File: config.mk
export PLATFORM = sky130hd
export DESIGN_NAME = spi_xfer_engine
export DESIGN_NICKNAME = d
export VERILOG_FILES = /design/src/rtl/spi_xfer_pkg.sv /design/src/rtl/spi_edge_timer.sv /design/src/rtl/spi_tx_shifter.sv /design/src/rtl/spi_rx_shifter.sv /design/src/rtl/spi_xfer_engine.sv
export SDC_FILE = /design/constraint.sdc
export NUM_CORES = 1
export LEC_CHECK = 0
export CAP_MARGIN = 30
export CORE_MARGIN = 4
export CORE_UTILIZATION = 50
export CTS_CLUSTER_SIZE = 24
export DETAILED_ROUTE_END_ITERATION = 7
export GPL_TIMING_DRIVEN = 0
export PLACE_DENSITY = 0.73
export SLEW_MARGIN = 20
export SYNTH_ARGS = -nofsm -noshare
export SYNTH_HDL_FRONTEND = slang
export SYNTH_SLANG_ARGS = --single-unit
File: constraint.sdc
create_clock -name clk -period 3.8 [get_ports clk]
set_input_delay 1.14 -clock clk [delete_from_list [all_inputs] [get_ports clk]]
set_output_delay 1.14 -clock clk [all_outputs]
set_load 0.05 [all_outputs]
File: src/rtl/spi_xfer_pkg.sv
// Package: shared mode type and edge-role helpers for the SPI shift engine.
// Assumes edges are numbered from 0 within a transfer; even = leading.
package spi_xfer_pkg;

    typedef struct packed {
        logic pol;
        logic pha;
    } spi_mode_t;

    // True when the current edge is one on which the incoming line is sampled.
    function automatic logic sample_edge(input spi_mode_t m, input logic lead);
        return lead ^ m.pha;
    endfunction

    // True when the current edge is one on which the outgoing line advances.
    function automatic logic launch_edge(input spi_mode_t m, input logic lead,
                                         input logic last);
        return m.pha ? lead : (!lead && !last);
    endfunction

endpackage

File: src/rtl/spi_edge_timer.sv
// Module: spi_edge_timer
// Generates the serial clock and numbers its edges within one transfer.
// Assumes: tick is a clk-aligned strobe, one strobe = one half period;
// accept arrives only while idle.
module spi_edge_timer #(
    parameter int WORD_W = 8
) (
    input  logic clk,
    input  logic rst_n,
    input  logic tick,
    input  logic accept,
    input  logic pol_live,
    input  logic pol_held,
    output logic active,
    output logic sclk,
    output logic edge_fire,
    output logic lead_edge,
    output logic last_edge
);

    localparam int EDGES = 2 * WORD_W;
    localparam int CW    = $clog2(EDGES);

    logic [CW-1:0] cnt_q;
    logic          active_q;
    logic          sclk_q;

    assign active    = active_q;
    assign sclk      = sclk_q;
    assign edge_fire = active_q && tick;
    assign lead_edge = ~cnt_q[0];
    assign last_edge = (cnt_q == CW'(EDGES - 1));

    // Purpose: run the edge counter and toggle the serial clock per strobe.
    always_ff @(posedge clk) begin
        if (!rst_n) begin
            active_q <= 1'b0;
            cnt_q    <= '0;
            sclk_q   <= pol_live;
        end else if (accept) begin
            active_q <= 1'b1;
            cnt_q    <= '0;
            sclk_q   <= pol_live;
        end else if (edge_fire) begin
            sclk_q <= ~sclk_q;
            if (last_edge) begin
                active_q <= 1'b0;
                cnt_q    <= '0;
            end else begin
                cnt_q <= cnt_q + 1'b1;
            end
        end else if (!active_q) begin
            sclk_q <= pol_live;
        end
    end

    a_r1_idle_level: assert property (@(posedge clk) disable iff (!rst_n)
        (!active && !accept) |=> (sclk == $past(pol_live)));

    a_r4_no_tick_no_edge: assert property (@(posedge clk) disable iff (!rst_n)
        (active && !tick) |=> $stable(sclk));

    a_r4_tick_edge: assert property (@(posedge clk) disable iff (!rst_n)
        (active && tick) |=> (sclk != $past(sclk)));

    a_r3_count_advances: assert property (@(posedge clk) disable iff (!rst_n)
        (active && !(tick && last_edge)) |=>
            (active && cnt_q == $past(cnt_q) + CW'($past(tick))));

    a_r5_rest_after_last: assert property (@(posedge clk) disable iff (!rst_n)
        (edge_fire && last_edge) |=> (!active && sclk == pol_held));

endmodule

File: src/rtl/spi_tx_shifter.sv
// Module: spi_tx_shifter
// Holds the outgoing word and presents it MSB first on the data line.
// Assumes: load and edge_fire never coincide; mode is the effective mode
// (live at load, latched afterwards).
module spi_tx_shifter #(
    parameter int WORD_W = 8
) (
    input  logic                     clk,
    input  logic                     rst_n,
    input  logic                     load,
    input  logic [WORD_W-1:0]        wr_word,
    input  spi_xfer_pkg::spi_mode_t  mode,
    input  logic                     edge_fire,
    input  logic                     lead_edge,
    input  logic                     last_edge,
    output logic                     mosi
);

    logic [WORD_W-1:0] tx_q;
    logic [WORD_W-1:0] src;
    logic              launch;
    logic              mosi_q;

    assign mosi   = mosi_q;
    assign src    = load ? wr_word : tx_q;
    assign launch = (load && !mode.pha) ||
                    (edge_fire && spi_xfer_pkg::launch_edge(mode, lead_edge, last_edge));

    // Purpose: capture the word and advance the outgoing bit on launch events.
    always_ff @(posedge clk) begin
        if (!rst_n) begin
            tx_q   <= '0;
            mosi_q <= 1'b0;
        end else if (launch) begin
            mosi_q <= src[WORD_W-1];
            tx_q   <= {src[WORD_W-2:0], 1'b0};
        end else if (load) begin
            tx_q <= wr_word;
        end
    end

    a_r6_quiet_between: assert property (@(posedge clk) disable iff (!rst_n)
        (!launch) |=> $stable(mosi));

    a_r6_first_bit_early: assert property (@(posedge clk) disable iff (!rst_n)
        (load && !mode.pha) |=> (mosi == $past(wr_word[WORD_W-1])));

endmodule

File: src/rtl/spi_rx_shifter.sv
// Module: spi_rx_shifter
// Collects incoming bits MSB first and publishes the word at completion.
// Assumes: sample_now and finish are single-cycle strobes from the timer.
module spi_rx_shifter #(
    parameter int WORD_W = 8
) (
    input  logic              clk,
    input  logic              rst_n,
    input  logic              sample_now,
    input  logic              finish,
    input  logic              miso,
    output logic [WORD_W-1:0] rd_word
);

    logic [WORD_W-1:0] rx_q;
    logic [WORD_W-1:0] rx_next;
    logic [WORD_W-1:0] rd_q;

    assign rx_next = {rx_q[WORD_W-2:0], miso};
    assign rd_word = rd_q;

    // Purpose: shift in sampled bits and load the result register at the end.
    always_ff @(posedge clk) begin
        if (!rst_n) begin
            rx_q <= '0;
            rd_q <= '0;
        end else begin
            if (sample_now) begin
                rx_q <= rx_next;
            end
            if (finish) begin
                rd_q <= sample_now ? rx_next : rx_q;
            end
        end
    end

    a_r8_hold_result: assert property (@(posedge clk) disable iff (!rst_n)
        (!finish) |=> $stable(rd_word));

    a_r7_last_sample_lands: assert property (@(posedge clk) disable iff (!rst_n)
        (finish && sample_now) |=> (rd_word[0] == $past(miso)));

endmodule

File: src/rtl/spi_xfer_engine.sv
// Module: spi_xfer_engine (top)
// Single-word SPI master: accepts a start, runs 2*WORD_W serial edges paced
// by tick_en, and reports completion on ready with the received word.
// Assumes: chip select is driven elsewhere; WORD_W >= 2.
module spi_xfer_engine #(
    parameter int WORD_W = 8
) (
    input  logic              clk,
    input  logic              rst_n,
    input  logic              tick_en,
    input  logic              cpol,
    input  logic              cpha,
    input  logic              start,
    input  logic [WORD_W-1:0] wr_word,
    output logic [WORD_W-1:0] rd_word,
    output logic              ready,
    output logic              sclk,
    output logic              mosi,
    input  logic              miso
);

    import spi_xfer_pkg::*;

    spi_mode_t mode_q;
    spi_mode_t mode_live;
    spi_mode_t mode_eff;
    logic      active;
    logic      accept;
    logic      edge_fire;
    logic      lead_edge;
    logic      last_edge;
    logic      sample_now;
    logic      finish;

    assign mode_live  = '{pol: cpol, pha: cpha};
    assign ready      = !active;
    assign accept     = start && ready;
    assign mode_eff   = accept ? mode_live : mode_q;
    assign sample_now = edge_fire && sample_edge(mode_q, lead_edge);
    assign finish     = edge_fire && last_edge;

    // Purpose: latch the bus mode at acceptance so pin changes mid-transfer are ignored.
    always_ff @(posedge clk) begin
        if (!rst_n) begin
            mode_q <= '0;
        end else if (accept) begin
            mode_q <= mode_live;
        end
    end

    spi_edge_timer #(.WORD_W(WORD_W)) u_timer (
        .clk       (clk),
        .rst_n     (rst_n),
        .tick      (tick_en),
        .accept    (accept),
        .pol_live  (cpol),
        .pol_held  (mode_q.pol),
        .active    (active),
        .sclk      (sclk),
        .edge_fire (edge_fire),
        .lead_edge (lead_edge),
        .last_edge (last_edge)
    );

    spi_tx_shifter #(.WORD_W(WORD_W)) u_tx (
        .clk       (clk),
        .rst_n     (rst_n),
        .load      (accept),
        .wr_word   (wr_word),
        .mode      (mode_eff),
        .edge_fire (edge_fire),
        .lead_edge (lead_edge),
        .last_edge (last_edge),
        .mosi      (mosi)
    );

    spi_rx_shifter #(.WORD_W(WORD_W)) u_rx (
        .clk        (clk),
        .rst_n      (rst_n),
        .sample_now (sample_now),
        .finish     (finish),
        .miso       (miso),
        .rd_word    (rd_word)
    );

    a_r2_ready_drops: assert property (@(posedge clk) disable iff (!rst_n)
        (ready && start) |=> !ready);

    a_r5_ready_returns: assert property (@(posedge clk) disable iff (!rst_n)
        finish |=> ready);

    a_r3_mode_frozen: assert property (@(posedge clk) disable iff (!rst_n)
        (!ready) |=> $stable(mode_q));

endmodule

# After elaboration in Yosys (flattened, before gate mapping)
# Index checks and enable logic that the tools add are counted.
# Widths: inputs -> output; s select.
[totals] output_inout_bits=11 register_bits=32 input_bits=15 word_cells=45
[op_classes] n_reduce_logical=16 eq_ne=2 add_sub_neg=1 muxes=13 n_bitwise=4
[op_table] operator="$mux 8" count=3
[op_table] operator="$mux 1" count=9
[op_table] operator="$logic_and 1x1->1" count=7
[op_table] operator="$add 4x1->4 const B" count=1
[op_table] operator="$eq 4x4->1 const B" count=1
[op_table] operator="$mux 4" count=1
[op_table] operator="$ne 4x3->1 const B" count=1
[op_table] operator="$reduce_bool 2->1" count=2
[op_table] operator="$reduce_or 2->1" count=2
[op_table] operator="$logic_not 1->1" count=3
[op_table] operator="$not 1->1" count=3
[op_table] operator="$reduce_and 2->1" count=1
[op_table] operator="$logic_or 1x1->1" count=1
[op_table] operator="$xor 1x1->1" count=1

# Longest topological paths before layout
[logic_depth] ltp_word=7 mapped_depth=8 ltp_nobuf=5

# By module
# A second synthesis with hierarchy kept.
[unflattened] hier_cells=142 hier_area_um2=1423.9
[modules_own_cells] module="spi_rx_shifter" seq_area_each_um2=320.3 area_each_um2=560.5 n_inst=1 cells_per_inst=51
[modules_own_cells] module="spi_tx_shifter" seq_area_each_um2=180.2 area_each_um2=434.2 n_inst=1 cells_per_inst=42
[modules_own_cells] module="spi_edge_timer" seq_area_each_um2=130.1 area_each_um2=281.5 n_inst=1 cells_per_inst=33
[modules_own_cells] module="spi_xfer_engine" seq_area_each_um2=40.0 area_each_um2=147.6 n_inst=1 cells_per_inst=16

# Least setup slack after synthesis
# Ideal clock, no wire load.
[synth_timing] kind="input to register" start="input tick_en" end="register u_tx.mosi_q (netlist: u_tx.mosi)" cell_stages=5 t_required_ns=3.679 n_path_buf=1 setup_slack_ns=1.504 t_arrival_ns=2.176 setup_ns=0.121 path_cell_list="and2_4 > buf_6 > nand2_4 > o311ai_4 > mux2_2"
[synth_via] elab_chain_cells=3
[synth_lines] item="start, declared" line="spi_xfer_engine.sv:10" rtl="input logic tick_en,"
[synth_lines] item="$logic_and 1x1->1" line="spi_edge_timer.sv:30" rtl="assign edge_fire = active_q && tick;"
[synth_lines] item="$logic_and 1x1->1" line="spi_tx_shifter.sv:27" rtl="(edge_fire && spi_xfer_pkg::launch_edge(mode, lead_edge, last_edge));"
[synth_lines] item="$logic_or 1x1->1" line="spi_tx_shifter.sv:26" rtl="assign launch = (load && !mode.pha) ||"
[synth_lines] item="end signal, assigned" line="spi_tx_shifter.sv:35" rtl="mosi_q <= src[WORD_W-1];"
[synth_lines] item="end, declared" line="spi_tx_shifter.sv:22" rtl="logic mosi_q;"
# No other way between the ends.
# A chain may end at the register's enable or synchronous reset.

# Final worst setup path
[layout_timing] start="register u_timer.active_q (netlist: u_timer.active)" end="output ready"
[layout_via] elab_chain_cells=1
[layout_lines] item="start, declared" line="spi_edge_timer.sv:25" rtl="logic active_q;"
[layout_lines] item="start signal, assigned" line="spi_edge_timer.sv:37" rtl="active_q <= 1'b0;"
[layout_lines] item="start signal, assigned" line="spi_edge_timer.sv:41" rtl="active_q <= 1'b1;"
[layout_lines] item="start signal, assigned" line="spi_edge_timer.sv:47" rtl="active_q <= 1'b0;"
[layout_lines] item="$logic_not 1->1"
[layout_lines] item="end, declared" line="spi_xfer_engine.sv:16" rtl="output logic ready,"
# No other way between the ends.

==> run_results.csv <==
group,metric,value,unit
die,io_pins,26,
synthesis,ys_seq_area_share,43.3,%
worst_setup_path,crit_fanout,10,
synthesis,synth.avg_cell_area,9.76,um2
sta,setup_tns,0,ps
clock_network,h-tree-depth,2,
synthesis,ys_seq_elements,32,
die,die_y,62.8,um
place,placement.io_buffers,25,
cells_and_area,drive_gt1_share,12.8,%
synthesis,postSynth.asyncResetShare,0,%
clock_network,clockBufferDepth,2,
die,core-area,2810,um2
cells_and_area,syn2layout_area_growth,23.4,%
synthesis,post_synth_inst_count,154,
clock_network,clock_latency,330,ps
power_and_ir_drop,p_comb_share,14.1,%
sta,fin_crit,2760,ps
die,rows,19,
die,die_w,62.8,um
detailed_routing,drt-wirelength-per-cell,13.6,um
clock_network,holdBufCountCts,0,
die,die_area,3950,um2
power_and_ir_drop,seqPwrFrac,54.1,%
global_route,globalRouteOverflowTotal,0,
min_path,worstHoldPathType,"register to register",
global_route,grt_pass1_wl,5120,um
clock_network,cts.sinks,32,
clock_network,postCtsResizedCells,0,
die,initial_utilization,53.6,%
sta,relSlewSlack,66.0,%
global_route,grt_max_degree,11,
clock_network,cts_tree,"yes",
power_and_ir_drop,powerDensity,352,nW/um2
detailed_routing,postRouteAntennaNets,0,
clock_network,postCtsSetupRepairBufs,0,
detailed_routing,drc,0,
worst_setup_path,worstSetupPathType,"register to output pin",
status,status,"finished clean",
synthesis,ys_types,32,
cells_and_area,final_cell_mix,"dfxtp_1 (31), clkdlybuf4s50_1 (25), nand2_1 (22)",
clock_network,cts_buffers,5,
cells_and_area,n_antenna_cell,0,
power_and_ir_drop,irDropWorstVdd,0.259,mV
detailed_routing,drt_iter0_markers,49,
sta,hold_viol,0,
detailed_routing,drtPass1Iterations,4,
power_and_ir_drop,p_leak,0.726,nW
global_route,antenna_found_initial,0,
cells_and_area,layout.cells.non_filler,218,
worst_setup_path,r2r_slack,1660,ps
global_route,grt_pass1_vias,1147,
synthesis,synth_area,1500,um2
sta,finalCritPeriodShare,72.7,%
synthesis,yosysWarnings,0,
synthesis,synth_ff_type,"dfxtp_1",
synthesis,synth_top_area_cell,"dfxtp_1",
power_and_ir_drop,swShare,25.6,%
detailed_routing,wirelength,2960,um
clock_network,clkTransAtPathRegs,100,ps
detailed_routing,vias,1164,
sta,worst_pin_slew,509,ps
sta,timing.final.ws_setup,1040,ps
synthesis,netlist_top_cells_area,"dfxtp_1 (41%), mux2i_1 (11%), mux2_2 (6.0%)",
power_and_ir_drop,clockPowerShare,31.7,%
cells_and_area,final_util,66.1,%
worst_setup_path,end_kind,"output pin",
sta,setup_viol,0,
clock_network,cts_root_buf,"clkbuf_4",
cells_and_area,layout_commonest_cell,"dfxtp_1",
sta,skew,8.54,ps
sta,grt_setup_unrepaired,"no",
global_route,grt.total_usage,16.3,%
detailed_routing,post_drt_via_cell_ratio,5.34,
cells_and_area,fin_nets,202,
synthesis,yosys.area.top_type_share,41.3,%
run,cap_violations,0,
worst_setup_path,start_kind,"register",
worst_setup_path,crit_arrival,1620,ps
power_and_ir_drop,intPower,486,uW
power_and_ir_drop,p_sw,167,uW
place,place.gp.congestion,0.794,
place,placed_cells,210,
place,dp_hpwl,2110,um
sta,whs,534,ps
sta,drv_slew,0,
place,place_ws,777,ps
synthesis,syn_nets,170,
synthesis,synth_edf_count,1,
sta,fmax,362,MHz
worst_setup_path,cp.required,2660,ps
power by group through the flow:
stage | sequential [mW] | clock, mW | combinational [mW]
after detailed placement | 0.361 | 0 | 0.0917
after global placement | 0.361 | 0 | 0.0901
after global routing | 0.355 | 0.230 | 0.0992
final | 0.353 | 0.207 | 0.0921
after CTS | 0.354 | 0.212 | 0.0924
after floorplan | 0.365 | 0 | 0.0568
synthesized netlist by cell type, types with 2 or more instances:
library cell	number
and2_4	2
a21oi_1	11
a21boi_0	9
mux2_2	8
and2_1	2
nor2_1	3
clkbuf_1	5
nand2_1	22
mux2i_1	16
and2b_1	2
dfxtp_1	31
nand2b_1	2
buf_6	3
o21ai_0	10
nor3b_1	2
nor2b_1	10
metal layers:
metal	vias to the layer above	wire [um]	global-route usage, %	part of all wire, %
li1	597	-	-	-
met1	530	1400	20.3	47
met2	30	1360	25.2	46
met3	7	159	5.58	5.4
met4	0	47	7.44	1.6
met5	-	0	0	0
final cells by class:
type | count | area (um2)
inverter | 1 | 3.75
clock inverter | 1 | 7.51
buffer | 10 | 61.3
sequential | 32 | 651
multi-input combinational | 111 | 787
timing repair buffer | 25 | 250
clock buffer | 7 | 55.1
fill | 249 | 951
tap | 31 | 38.8
path summary, 6_finish.rpt:
path                                                    start  cells after the start                           end
worst max-delay path              u_timer.active$_SDFFE_PN0P_                      3                         ready
worst min-delay path                  u_rx.rx_q[7]$_SDFF_PN0_                      2       u_rx.rx_q[7]$_SDFF_PN0_
worst max register to register  u_timer.cnt_q[0]$_SDFFE_PP0P_                      7  u_rx.rd_word[6]$_SDFFE_PN0P_
worst min register to register        u_rx.rx_q[7]$_SDFF_PN0_                      2       u_rx.rx_q[7]$_SDFF_PN0_
flip-flops by register name (all words and copies together), names as in the netlist:
register / count
u_tx.mosi: 1
u_timer.sclk: 1
u_rx.rd_word: 8
u_timer.active: 1
u_tx.tx_q: 8
mode_q: 1
u_rx.rx_q: 8
u_timer.cnt_q: 4
cells by family (layout without fill, tap and decap cells):
group           count (synthesis)  in the layout  share of synthesized area (%)
mux                            24             24                           16.7
simple gates                   51             51                           18.2
xor+xnor                        2              2                           2.42
fa+ha+maj                       1              1                          0.833
flops                          32             32                           43.3
compound gates                 33             33                           14.2
buf+inv                        11             44                           4.33
metrics by stage:
stage	cell area [um2]	total power [mW]
global route	1850	0.684
detailed placement	1790	0.453
global placement	1790	0.451
finish	1850	0.653
floorplan	1500	0.422
CTS	1850	0.658
critical path, stage by stage, from the launching register on:
cell             delay (ps)
dfxtp_1                 320
buf_6                   130
inv_1                    60
clkdlybuf4s50_1         800
No activity file was read; power rests on OpenSTA's default activity.
